$ cat src/rtl/fsc_pkg.sv
package fsc_pkg;

    typedef enum logic [2:0] {
        S_HEAD,
        S_REPLAY,
        S_PASS,
        S_DSHDR,
        S_DSPAY,
        S_DSOUT,
        S_DROP
    } fsc_state_e;

    typedef enum logic [1:0] {
        D_NONE,
        D_DATA,
        D_ARP,
        D_OTHER
    } fsc_dest_e;

    localparam logic [15:0] ETYPE_IPV4 = 16'h0800;
    localparam logic [15:0] ETYPE_ARP  = 16'h0806;
    localparam logic [7:0]  PROTO_UDP  = 8'd17;

endpackage

$ cat src/rtl/fsc_hdr_buf.sv
// Byte store holding the header bytes seen before the routing verdict.
module fsc_hdr_buf #(
    parameter  int DEPTH = 78,
    localparam int AW    = $clog2(DEPTH)
) (
    input  logic          clk,
    input  logic          wr_en,
    input  logic [AW-1:0] wr_addr,
    input  logic [7:0]    wr_data,
    input  logic [AW-1:0] rd_addr,
    output logic [7:0]    rd_data
);

    logic [7:0] mem [DEPTH];

    always_ff @(posedge clk) begin
        if (wr_en) begin
            mem[wr_addr] <= wr_data;
        end
    end

    assign rd_data = mem[rd_addr];

endmodule

$ cat src/rtl/fsc_rec_pack.sv
// Shifts payload bytes into one index/I/Q record, big-endian.
module fsc_rec_pack #(
    parameter  int WORD = 16,
    localparam int NB   = 3 * WORD / 8,
    localparam int PW   = $clog2(NB)
) (
    input  logic            clk,
    input  logic            rst_n,
    input  logic            clr,
    input  logic            shift_en,
    input  logic [7:0]      din,
    output logic            at_last,
    output logic [WORD-1:0] idx,
    output logic [WORD-1:0] smp_i,
    output logic [WORD-1:0] smp_q
);

    logic [3*WORD-1:0] sr;
    logic [PW-1:0]     pos;

    assign at_last = (pos == PW'(NB - 1));

    always_ff @(posedge clk) begin
        if (!rst_n) begin
            sr  <= '0;
            pos <= '0;
        end else if (clr) begin
            pos <= '0;
        end else if (shift_en) begin
            sr  <= {sr[3*WORD-9:0], din};
            pos <= at_last ? '0 : pos + PW'(1);
        end
    end

    assign idx   = sr[3*WORD-1 -: WORD];
    assign smp_i = sr[2*WORD-1 -: WORD];
    assign smp_q = sr[WORD-1:0];

endmodule

$ cat src/rtl/frame_stream_classifier.sv
module frame_stream_classifier
    import fsc_pkg::*;
#(
    parameter int MAX_IHL = 15,
    parameter int PORT_LO = 30000,
    parameter int PORT_HI = 30255,
    parameter int WORD    = 16
) (
    input  logic            clk,
    input  logic            rst_n,
    input  logic [7:0]      in_data,
    input  logic            in_valid,
    input  logic            in_sof,
    input  logic            in_eof,
    output logic            in_ready,
    output logic [WORD-1:0] ds_index,
    output logic [WORD-1:0] ds_i,
    output logic [WORD-1:0] ds_q,
    output logic            ds_valid,
    input  logic            ds_ready,
    output logic [7:0]      arp_data,
    output logic            arp_sof,
    output logic            arp_eof,
    output logic            arp_valid,
    input  logic            arp_ready,
    output logic [7:0]      oth_data,
    output logic            oth_sof,
    output logic            oth_eof,
    output logic            oth_valid,
    input  logic            oth_ready
);

    // Deepest verdict byte is the low destination-port byte at 14+4*IHL+3.
    localparam int BUF_DEPTH = 14 + 4 * MAX_IHL + 4;
    localparam int BAW       = $clog2(BUF_DEPTH);
    localparam int CW        = $clog2(BUF_DEPTH + 8) + 1;

    fsc_state_e      state, state_n;
    fsc_dest_e       dest, verdict;
    logic [CW-1:0]   cnt, rlen, rd, hdr_end;
    logic            ended;
    logic [7:0]      etype_hi, port_hi, buf_rd;
    logic [3:0]      ihl;
    logic [15:0]     rem, port_w;
    logic            acc, take, sel_ready, shift_en, rec_last, rec_done;
    logic            out_valid, out_sof, out_eof;
    logic [7:0]      out_data;

    assign acc       = in_valid && in_ready;
    assign take      = acc && (cnt != '0 || in_sof);
    assign hdr_end   = CW'(14) + CW'({ihl, 2'b00});
    assign port_w    = {port_hi, in_data};
    assign sel_ready = (dest == D_ARP) ? arp_ready : oth_ready;
    assign shift_en  = (state == S_DSPAY) && acc;
    assign rec_done  = shift_en && rec_last;

    fsc_hdr_buf #(.DEPTH(BUF_DEPTH)) u_hdr (
        .clk     (clk),
        .wr_en   ((state == S_HEAD) && take),
        .wr_addr (cnt[BAW-1:0]),
        .wr_data (in_data),
        .rd_addr (rd[BAW-1:0]),
        .rd_data (buf_rd)
    );

    fsc_rec_pack #(.WORD(WORD)) u_pack (
        .clk      (clk),
        .rst_n    (rst_n),
        .clr      (state == S_DSHDR),
        .shift_en (shift_en),
        .din      (in_data),
        .at_last  (rec_last),
        .idx      (ds_index),
        .smp_i    (ds_i),
        .smp_q    (ds_q)
    );

    // Verdict for the byte currently offered while collecting the header.
    always_comb begin
        verdict = D_NONE;
        if (cnt == CW'(13)) begin
            if ({etype_hi, in_data} == ETYPE_ARP) begin
                verdict = D_ARP;
            end else if ({etype_hi, in_data} != ETYPE_IPV4) begin
                verdict = D_OTHER;
            end
        end else if (cnt == CW'(14)) begin
            if (in_data[3:0] < 4'd5) begin
                verdict = D_OTHER;
            end
        end else if (cnt == CW'(23)) begin
            if (in_data != PROTO_UDP) begin
                verdict = D_OTHER;
            end
        end else if (cnt > CW'(23) && cnt == hdr_end + CW'(3)) begin
            verdict = (port_w >= 16'(PORT_LO) && port_w <= 16'(PORT_HI)) ? D_DATA : D_OTHER;
        end
    end

    // Next-state logic.
    always_comb begin
        state_n = state;
        unique case (state)
            S_HEAD: begin
                if (take) begin
                    if (verdict == D_DATA) begin
                        state_n = in_eof ? S_HEAD : S_DSHDR;
                    end else if (verdict != D_NONE || in_eof) begin
                        state_n = S_REPLAY;
                    end
                end
            end
            S_REPLAY: begin
                if (sel_ready && rd == rlen - CW'(1)) begin
                    state_n = ended ? S_HEAD : S_PASS;
                end
            end
            S_PASS: begin
                if (acc && in_eof) state_n = S_HEAD;
            end
            S_DSHDR: begin
                if (acc) begin
                    if (in_eof) begin
                        state_n = S_HEAD;
                    end else if (cnt == hdr_end + CW'(7)) begin
                        state_n = (rem > 16'd8) ? S_DSPAY : S_DROP;
                    end
                end
            end
            S_DSPAY: begin
                if (acc) begin
                    if (rec_done)          state_n = S_DSOUT;
                    else if (in_eof)       state_n = S_HEAD;
                    else if (rem == 16'd1) state_n = S_DROP;
                end
            end
            S_DSOUT: begin
                if (ds_ready) begin
                    if (ended)              state_n = S_HEAD;
                    else if (rem == 16'd0)  state_n = S_DROP;
                    else                    state_n = S_DSPAY;
                end
            end
            S_DROP: begin
                if (acc && in_eof) state_n = S_HEAD;
            end
            default: state_n = S_HEAD;
        endcase
    end

    // State register.
    always_ff @(posedge clk) begin
        if (!rst_n) state <= S_HEAD;
        else        state <= state_n;
    end

    // Datapath registers.
    always_ff @(posedge clk) begin
        if (!rst_n) begin
            cnt      <= '0;
            rlen     <= '0;
            rd       <= '0;
            ended    <= 1'b0;
            dest     <= D_NONE;
            etype_hi <= '0;
            ihl      <= '0;
            port_hi  <= '0;
            rem      <= '0;
        end else begin
            unique case (state)
                S_HEAD: begin
                    if (take) begin
                        if (cnt == CW'(12)) etype_hi <= in_data;
                        if (cnt == CW'(14)) ihl <= in_data[3:0];
                        if (cnt > CW'(23) && cnt == hdr_end + CW'(2)) port_hi <= in_data;
                        rlen  <= cnt + CW'(1);
                        rd    <= '0;
                        ended <= in_eof;
                        dest  <= (verdict == D_NONE) ? D_OTHER : verdict;
                        cnt   <= in_eof ? '0 : cnt + CW'(1);
                    end
                end
                S_REPLAY: begin
                    if (sel_ready) rd <= rd + CW'(1);
                end
                S_DSHDR: begin
                    if (acc) begin
                        cnt <= cnt + CW'(1);
                        if (cnt == hdr_end + CW'(4)) rem[15:8] <= in_data;
                        if (cnt == hdr_end + CW'(5)) rem[7:0]  <= in_data;
                        if (cnt == hdr_end + CW'(7)) rem <= rem - 16'd8;
                    end
                end
                S_DSPAY: begin
                    if (acc) begin
                        rem   <= rem - 16'd1;
                        ended <= in_eof;
                    end
                end
                default: ;
            endcase
            if (state != S_HEAD && state_n == S_HEAD) cnt <= '0;
        end
    end

    // Outputs.
    always_comb begin
        in_ready  = 1'b0;
        out_valid = 1'b0;
        out_data  = in_data;
        out_sof   = 1'b0;
        out_eof   = 1'b0;
        ds_valid  = 1'b0;
        unique case (state)
            S_HEAD, S_DSHDR, S_DSPAY, S_DROP: in_ready = 1'b1;
            S_REPLAY: begin
                out_valid = 1'b1;
                out_data  = buf_rd;
                out_sof   = (rd == '0);
                out_eof   = ended && (rd == rlen - CW'(1));
            end
            S_PASS: begin
                in_ready  = sel_ready;
                out_valid = in_valid;
                out_eof   = in_eof;
            end
            S_DSOUT: ds_valid = 1'b1;
            default: ;
        endcase
    end

    assign arp_valid = out_valid && (dest == D_ARP);
    assign oth_valid = out_valid && (dest == D_OTHER);
    assign arp_data  = out_data;
    assign oth_data  = out_data;
    assign arp_sof   = out_sof;
    assign oth_sof   = out_sof;
    assign arp_eof   = out_eof;
    assign oth_eof   = out_eof;

endmodule

$ cat config.mk
export PLATFORM = sky130hd
export DESIGN_NAME = frame_stream_classifier
export DESIGN_NICKNAME = d
export VERILOG_FILES = /design/src/rtl/fsc_pkg.sv /design/src/rtl/fsc_hdr_buf.sv /design/src/rtl/fsc_rec_pack.sv /design/src/rtl/frame_stream_classifier.sv
export SDC_FILE = /design/constraint.sdc
export NUM_CORES = 1
export LEC_CHECK = 0
export CAP_MARGIN = 10
export CORE_MARGIN = 2
export CORE_UTILIZATION = 49
export DETAILED_ROUTE_END_ITERATION = 7
export PLACE_DENSITY = 0.68
export SYNTH_ARGS = -nofsm -noshare
export SYNTH_HDL_FRONTEND = slang
export SYNTH_SLANG_ARGS = --single-unit
$ cat constraint.sdc
create_clock -name clk -period 4.4 [get_ports clk]
set_input_delay 0.66 -clock clk [delete_from_list [all_inputs] [get_ports clk]]
set_output_delay 0.66 -clock clk [all_outputs]
set_load 0.02 [all_outputs]
==> results.json, run 1 <==
{
  "die_height_um": 255,
  "min_period_ps": 4230,
  "synthMuxAreaShare_pct": 15.1,
  "syn_inst": 1912,
  "p_sw_uw": 3060,
  "synthAdderAreaFrac_pct": 0.567,
  "syn_avg_cell_area_um2": 16.2,
  "grt_pass1_wl_um": 113000,
  "yosys.area_share.simple_pct": 7.46,
  "finalWirelength_um": 76700,
  "cts_hold_buf": 0,
  "p_seq_share_pct": 52.6,
  "layout-drive-gt1-share_pct": 23.2,
  "antenna_cells": 0,
  "io-pin-count": 88,
  "ant_nets": 0,
  "coreArea_mm2": 0.0627,
  "synthesis.area_mm2": 0.0309,
  "root_buffer": "clkbuf_16",
  "synth_top_cell_area_share_pct": 60.6,
  "clk_pin_slew_ps": 60,
  "overflow": 0,
  "grt_setup_unrepaired": "false",
  "grt_pass1_vias": 17600,
  "tightest_slew_ps": 997,
  "crit_fanout": 18,
  "final_max_slew_viol_count": 0,
  "clock_path_buffers": 3,
  "synth_compound_area_share_pct": 5.20,
  "final_area_mm2": 0.0360,
  "first_pass_iters": 7,
  "clock_skew_ps": 22.0,
  "track_usage_pct": 23.7,
  "cts_max_level": 3,
  "maxSlewHeadroom_pct": 33.5,
  "rr_worst_depth": 9,
  "finalCritPeriodShare_pct": 96.0,
  "clk_latency_ps": 620,
  "place_area_mm2": 0.0333,
  "outcome": "completed",
  "fin_nets": 2098,
  "fmax_mhz": 237,
  "seq_area_frac_synth_pct": 68.6,
  "grt_start_max_net_pins": 91,
  "synth_cell_types": 79,
  "via_per_inst": 6.05,
  "numCtsBuffers": 76,
  "grt_antenna_before_repair": 0,
  "holdPathEnd": "u_pack.sr[0]$_SDFFE_PN0P_",
  "worstReg2RegEnd": "cnt[6]$_SDFFE_PP0P_",
  "ys_ff_latch": 748,
  "peakVddDrop_mv": 0.273,
  "final_util_pct": 57.3,
  "ys_warn_count": 0,
  "power_frac_comb_pct": 3.7,
  "worstPathRequired_ps": 3740,
  "async_flop_share_pct": 0,
  "synth_area_leaders": "edfxtp_1 (61%), mux4_2 (14%), dfxtp_1 (8.0%)",
  "max_cap_violations": 0,
  "hold_path_class": "in2reg",
  "min_from": "in_data[0]",
  "synth_xor_area_share_pct": 0.870,
  "reg2reg_slack_ps": 410,
  "routedWlPerCell_um": 25.8,
  "area_growth_pct": 16.4,
  "start_kind": "flop",
  "die-area_mm2": 0.0651,
  "die_w_um": 255,
  "cts_num_sinks": 748,
  "swShare_pct": 20.9,
  "finalHoldViolations": 0,
  "nFillCells": 4725,
  "cp.arrival_ps": 3570,
  "postSynthNetCount": 1942,
  "drc": 0,
  "rows": 92,
  "gp_congestion": 0.867,
  "r2r-start": "ihl[0]$_SDFFE_PN0P_",
  "p_per_area_mw_per_mm2": 406,
  "crit_path_end_kind": "output port",
  "clockPowerShare_pct": 43.7,
  "dp_hpwl_um": 48000,
  "vias": 18000,
  "drt-initial-drc-count": 2044,
  "synth_edf_count": 624,
  "initial_utilization_pct": 49.3,
  "tritoncts": "done",
  "internal-power_uw": 11500,
  "synth.largest_area_cell": "edfxtp_1",
  "synth_top_family_by_area": "multiplexers",
  "synth_ff_type": "edfxtp_1",
  "min_path_cells": 3,
  "setup_viol": 0,
  "leakagePower_uw": 0.0113,
  "critPathKind": "reg2out",
  "portBuffers": 87
}
[sequential cells by signal, indices dropped and copies added (netlist names), named ones only]
register / flops
u_hdr.mem: 624
u_pack.sr: 48
rem: 16
cnt: 8
etype_hi: 8
port_hi: 8
rd: 8
rlen: 8
ihl: 4
state: 3
u_pack.pos: 3
dest: 2
ended: 1
[area by class of cell]
cell class	count	area, um^2	area share [%]
timing repair buffer	215	2030	5.65
sequential	748	21200	59.0
clock inverter	37	390	1.09
multi-input combinational	1002	9120	25.3
inverter	25	93.8	0.261
tap	846	1060	2.94
clock buffer	99	2050	5.70
[Yosys cell counts (4+ instances only)]
cell,count
xor2_1,13
buf_2,10
o21a_1,4
a31oi_1,8
o21ai_0,29
o32ai_1,5
mux4_2,192
mux2_2,8
buf_1,19
nor4_1,13
and3_1,6
a21oi_1,112
edfxtp_1,624
dfxtp_1,124
nor2b_1,17
inv_1,25
nor3b_1,5
ha_1,14
o22ai_1,4
nor4b_1,4
a22oi_1,17
or2_2,11
nor2_1,158
nand3_1,28
nand2b_1,11
mux2i_1,25
or4_1,10
o31ai_1,6
xnor2_1,15
nand2_1,154
and2_1,5
nand3b_1,4
nand4_1,5
or3_1,10
clkbuf_1,96
nor3_1,16
buf_4,11
o221a_1,4
o211ai_1,4
a211oi_1,20
nand4b_1,4
[logic make-up (layout without fill, tap and decap cells)]
family                     count (synthesis)  count (layout)
buffers and inverters                    162             376
and+or+nand+nor                          483             483
DFF                                      748             748
xor gates and xnor gates                  29              29
muxes                                    225             225
AOI/OAI and AO/OA                        251             251
adders and majority gates                 14              14
[placed cells by master, fill, tap and decap left out, types with 15 or more instances in the layout]
master	Yosys	layout
edfxtp_1	624	624
mux4_2	192	192
nor2_1	158	157
nand2_1	154	154
dfxtp_1	124	120
buf_4	11	115
a21oi_1	112	110
clkbuf_16	0	78
clkdlybuf4s50_1	0	63
o21ai_0	29	29
nand3_1	28	28
mux2i_1	25	25
inv_1	25	24
a211oi_1	20	20
clkbuf_1	96	19
nor2b_1	17	17
nor3_1	16	16
xnor2_1	15	15
[repair_timing]
item	CTS	global route
buffers inserted	4	2
cloned	1	0
pin swaps	0	1
resized for setup	28	7
setup endpoints to repair	16	7
[how the worst max path moves through the flow]
stage / end / start / slack [ps]
floorplan: oth_data[0] / flop / 620
global placement: oth_data[1] / flop / 430
detailed placement: rem[2]$_SDFFE_PN0P_ / ihl[0]$_SDFFE_PN0P_ / 400
CTS: arp_data[7] / flop / -40
global route: arp_data[0] / flop / 30
finish: oth_data[0] / flop / 170
[per-layer routing]
layer / global-route usage (%) / wire length [um] / vias up
li1: - / - / 7820
met1: 33.1 / 31000 / 9245
met2: 38.1 / 37700 / 790
met3: 4.27 / 5780 / 123
met4: 7.74 / 2310 / 0
met5: 0 / 0 / -
[power groups by stage]
| stage | Clock [uW] | Sequential (uW) | Combinational [uW] |
|---|---|---|---|
| 2_1_floorplan | 0 | 7830 | 291 |
| 3_3_place_gp | 0 | 7840 | 519 |
| 3_5_place_dp | 0 | 7840 | 531 |
| 4_1_cts | 6460 | 7690 | 538 |
| 5_1_grt | 6730 | 7690 | 572 |
| 6_report | 6380 | 7690 | 537 |
[through the flow]
stage | TNS (ps) | power, uW | cells | worst slack [ps] | hold slack [ps]
2_1_floorplan | 0 | 8120 | 1912 | 620 | 456
3_3_place_gp | 0 | 8360 | 2829 | 427 | 443
3_5_place_dp | 0 | 8370 | 2829 | 402 | 449
4_1_cts | -41.9 | 14700 | 2970 | -41.9 | 431
5_1_grt | 0 | 15000 | 2972 | 29.8 | 462
6_report | 0 | 14600 | 2972 | 175 | 459
[worst max-delay path, stage by stage, from the launching register on]
cell and delay, ps:
dfxtp_4 380, buf_4 140, buf_16 170, buf_12 200, mux4_2 530, mux4_2 460
a22oi_1 230, a21oi_1 170, a21oi_1 190, a21oi_1 110, dlygate4sd2_1 350
Note: power is estimated with default switching activity, not from simulation.
==> run 2: changes to the inputs <==
Settings changed: ABC_AREA set to 1.
==> run 2 against run 1 <==
Combinational power is 90% higher; register-to-register slack better by 630 ps; first-iteration DRC count up 26%; sequential share of layout area down 0.70 points; hold slack worse by 92 ps; via count up 29%; largest power group unchanged; critical path depth is 2 higher; non-clock buffer count rose by 14.
==> results.json, run 2 <==
{
  "min_period_ps": 4230,
  "cp_top_family": "buffers and inverters",
  "cp.depth": 12,
  "track_usage_pct": 25.7,
  "fin_nets": 3038,
  "crit_chain": "inv_16 > buf_6 > buf_4 > o21ai_0 > o22ai_1 > nor2_1 > o31ai_2 > o221ai_2 > nand3_2 > nand3_1 > nand2_1 > clkdlybuf4s50_1",
  "cts_num_sinks": 748,
  "rows": 92,
  "area_growth_pct": 15.8,
  "slowest_stage": "clkdlybuf4s50_1",
  "finalHoldViolations": 0,
  "die-area_mm2": 0.0662,
  "final_max_slew_viol_count": 0,
  "hold_path_class": "in2reg",
  "p_total_uw": 15000,
  "drt-initial-drc-count": 2568,
  "clock_path_buffers": 3,
  "synth_top_cell_area_share_pct": 59.6,
  "critPathKind": "reg2out",
  "clk_pin_slew_ps": 60,
  "grt_pass1_wl_um": 131000,
  "cts_max_level": 3,
  "cp.arrival_ps": 3570,
  "final_common_cell": "edfxtp_1",
  "synth_cell_types": 56,
  "layout_common_cells": "edfxtp_1 (624), nor2_1 (554), o21ai_0 (440)",
  "worstPathRequired_ps": 3740,
  "cts_hold_buf": 0,
  "finalCritPeriodShare_pct": 96.1,
  "coreArea_mm2": 0.0632,
  "clock_skew_ps": 23.8,
  "tritoncts": "done",
  "ant_nets": 0,
  "root_buffer": "clkbuf_16",
  "vias": 23300,
  "synth_area_leaders": "edfxtp_1 (60%), dfxtp_1 (7.9%), o21ai_0 (7.0%)",
  "p_per_area_mw_per_mm2": 413,
  "dp_hpwl_um": 52800,
  "crit_fanout": 32,
  "biggestRegsByFlops": "u_hdr.mem (624), u_pack.sr (48), rem (16)",
  "grt_start_max_net_pins": 113,
  "die_w_um": 257,
  "min_from": "in_data[6]",
  "largest_reg_flops": 624,
  "die_height_um": 257,
  "start_kind": "flop",
  "reg2reg_slack_ps": 1040,
  "grt_antenna_before_repair": 2,
  "r2r-start": "cnt[0]$_SDFFE_PP0P_",
  "portBuffers": 87,
  "cp.buffers_inverters": 4,
  "tns_ps": 0,
  "nFillCells": 5073,
  "io-pin-count": 88,
  "gp_congestion": 0.894,
  "grt_pass1_vias": 22300,
  "worstReg2RegEnd": "u_hdr.mem[23][6]$_DFFE_PP_",
  "rr_worst_depth": 10,
  "clk_latency_ps": 630,
  "ys_warn_count": 0,
  "async_flop_share_pct": 0,
  "endpoint": "oth_data[1]",
  "max_stage_delay_ps": 630,
  "synth.largest_area_cell": "edfxtp_1",
  "numCtsBuffers": 77,
  "postSynthNetCount": 2909,
  "via_per_inst": 5.94,
  "leakagePower_uw": 0.0126,
  "overflow": 0,
  "max_cap_violations": 0,
  "outcome": "completed",
  "fmax_mhz": 236,
  "first_pass_iters": 7,
  "syn_inst": 2879,
  "layout-drive-gt1-share_pct": 10.8,
  "initial_utilization_pct": 49.7,
  "tightest_slew_ps": 993,
  "setup_ws_ps": 171,
  "peakVddDrop_mv": 0.316,
  "crit_path_end_kind": "output port",
  "routedWlPerCell_um": 22.2,
  "hold_slack_ps": 368,
  "finalWirelength_um": 87000,
  "ys_ff_latch": 748,
  "maxSlewHeadroom_pct": 33.8,
  "synthTopCellsByCount": "edfxtp_1 (624), nor2_1 (554), o21ai_0 (441)",
  "final_util_pct": 57.6,
  "grt_setup_unrepaired": "false",
  "synth_edf_count": 624,
  "synth_ff_type": "edfxtp_1",
  "synthesis.area_mm2": 0.0314,
  "setup_viol": 0,
  "syn_avg_cell_area_um2": 10.9,
  "largest-register": "u_hdr.mem",
  "place_ws_ps": 467,
  "drc": 0,
  "seq_area_frac_synth_pct": 67.5,
  "yosysMostFrequentCell": "edfxtp_1"
}
## run 2: cell types whose count changed after synthesis, sizes merged, moves of 17 or more
cell / previous run / this run
o21ai: 29 / 446
nor2: 159 / 565
mux4: 192 / 0
o22ai: 4 / 152
nand2: 154 / 266
inv: 25 / 126
nand3: 28 / 94
clkbuf: 96 / 126
mux2i: 25 / 0
o221ai: 2 / 23
nor2b: 17 / 0
## run 2: final cells by class
| type | count | area [um^2] | share of cell area [%] |
|---|---|---|---|
| well taps | 846 | 1060 | 2.91 |
| inverters | 130 | 509 | 1.40 |
| diodes | 1 | 2.50 | 0.00687 |
| flip-flops and latches | 748 | 21200 | 58.3 |
| clock buffers | 99 | 2070 | 5.69 |
| repair inverters | 1 | 8.76 | 0.0241 |
| clock inverters | 43 | 352 | 0.966 |
| multi-input cells | 1821 | 9010 | 24.8 |
| repair buffers | 229 | 2160 | 5.93 |
## run 2: kinds of logic (layout without fill, tap and decap cells)
family                     after synthesis  after routing  synth area share [%]
AOI/OAI and AO/OA                      794            794                  14.0
xor gates and xnor gates                25             25                 0.697
other                                    0              1                     0
and+or+nand+nor                        988            988                  13.1
adders and majority gates               14             14                 0.557
DFF                                    748            748                  67.5
buffers and inverters                  310            502                  4.07
## run 2: per-stage QoR
step,std cells,cell area (um^2)
finish,3918,36400
CTS,3913,36300
detailed placement,3767,33700
floorplan,2879,31400
global placement,3767,33700
global route,3917,36400
## run 2: layer usage
metal / vias to the layer above / part of all wire [%] / GRT usage (%)
li1: 10600 / - / -
met1: 11400 / 40 / 34.8
met2: 1170 / 47 / 41.1
met3: 171 / 9.2 / 4.65
met4: 2 / 3.5 / 10.6
met5: - / 0.010 / 0
## run 2: repair_timing
action | 4_1_cts | 5_1_grt
resized for setup | 11 | 23
gates cloned | 2 | 1
buffers inserted | 2 | 3
endpoints found under the setup margin | 16 | 15
pin swaps | 1 | 0
## run 2: how the worst min path moves through the flow
stage                                           end  slack, ps  depth (start not counted)
after global placement     etype_hi[3]$_SDFFE_PN0P_        440                          2
final                     u_hdr.mem[4][6]$_DFFE_PP_        370                          1
after detailed placement    port_hi[2]$_SDFFE_PN0P_        450                          2
after global routing      u_hdr.mem[5][6]$_DFFE_PP_        370                          1
after floorplan             port_hi[2]$_SDFFE_PN0P_        430                          2
after CTS                 u_hdr.mem[4][6]$_DFFE_PP_        350                          1
## run 2: power breakdown
part,switching (uW),total [uW],internal [uW]
sequential,25.4,7710,7690
clock,2720,6310,3590
combinational,721,1020,301
total,3470,15000,11600
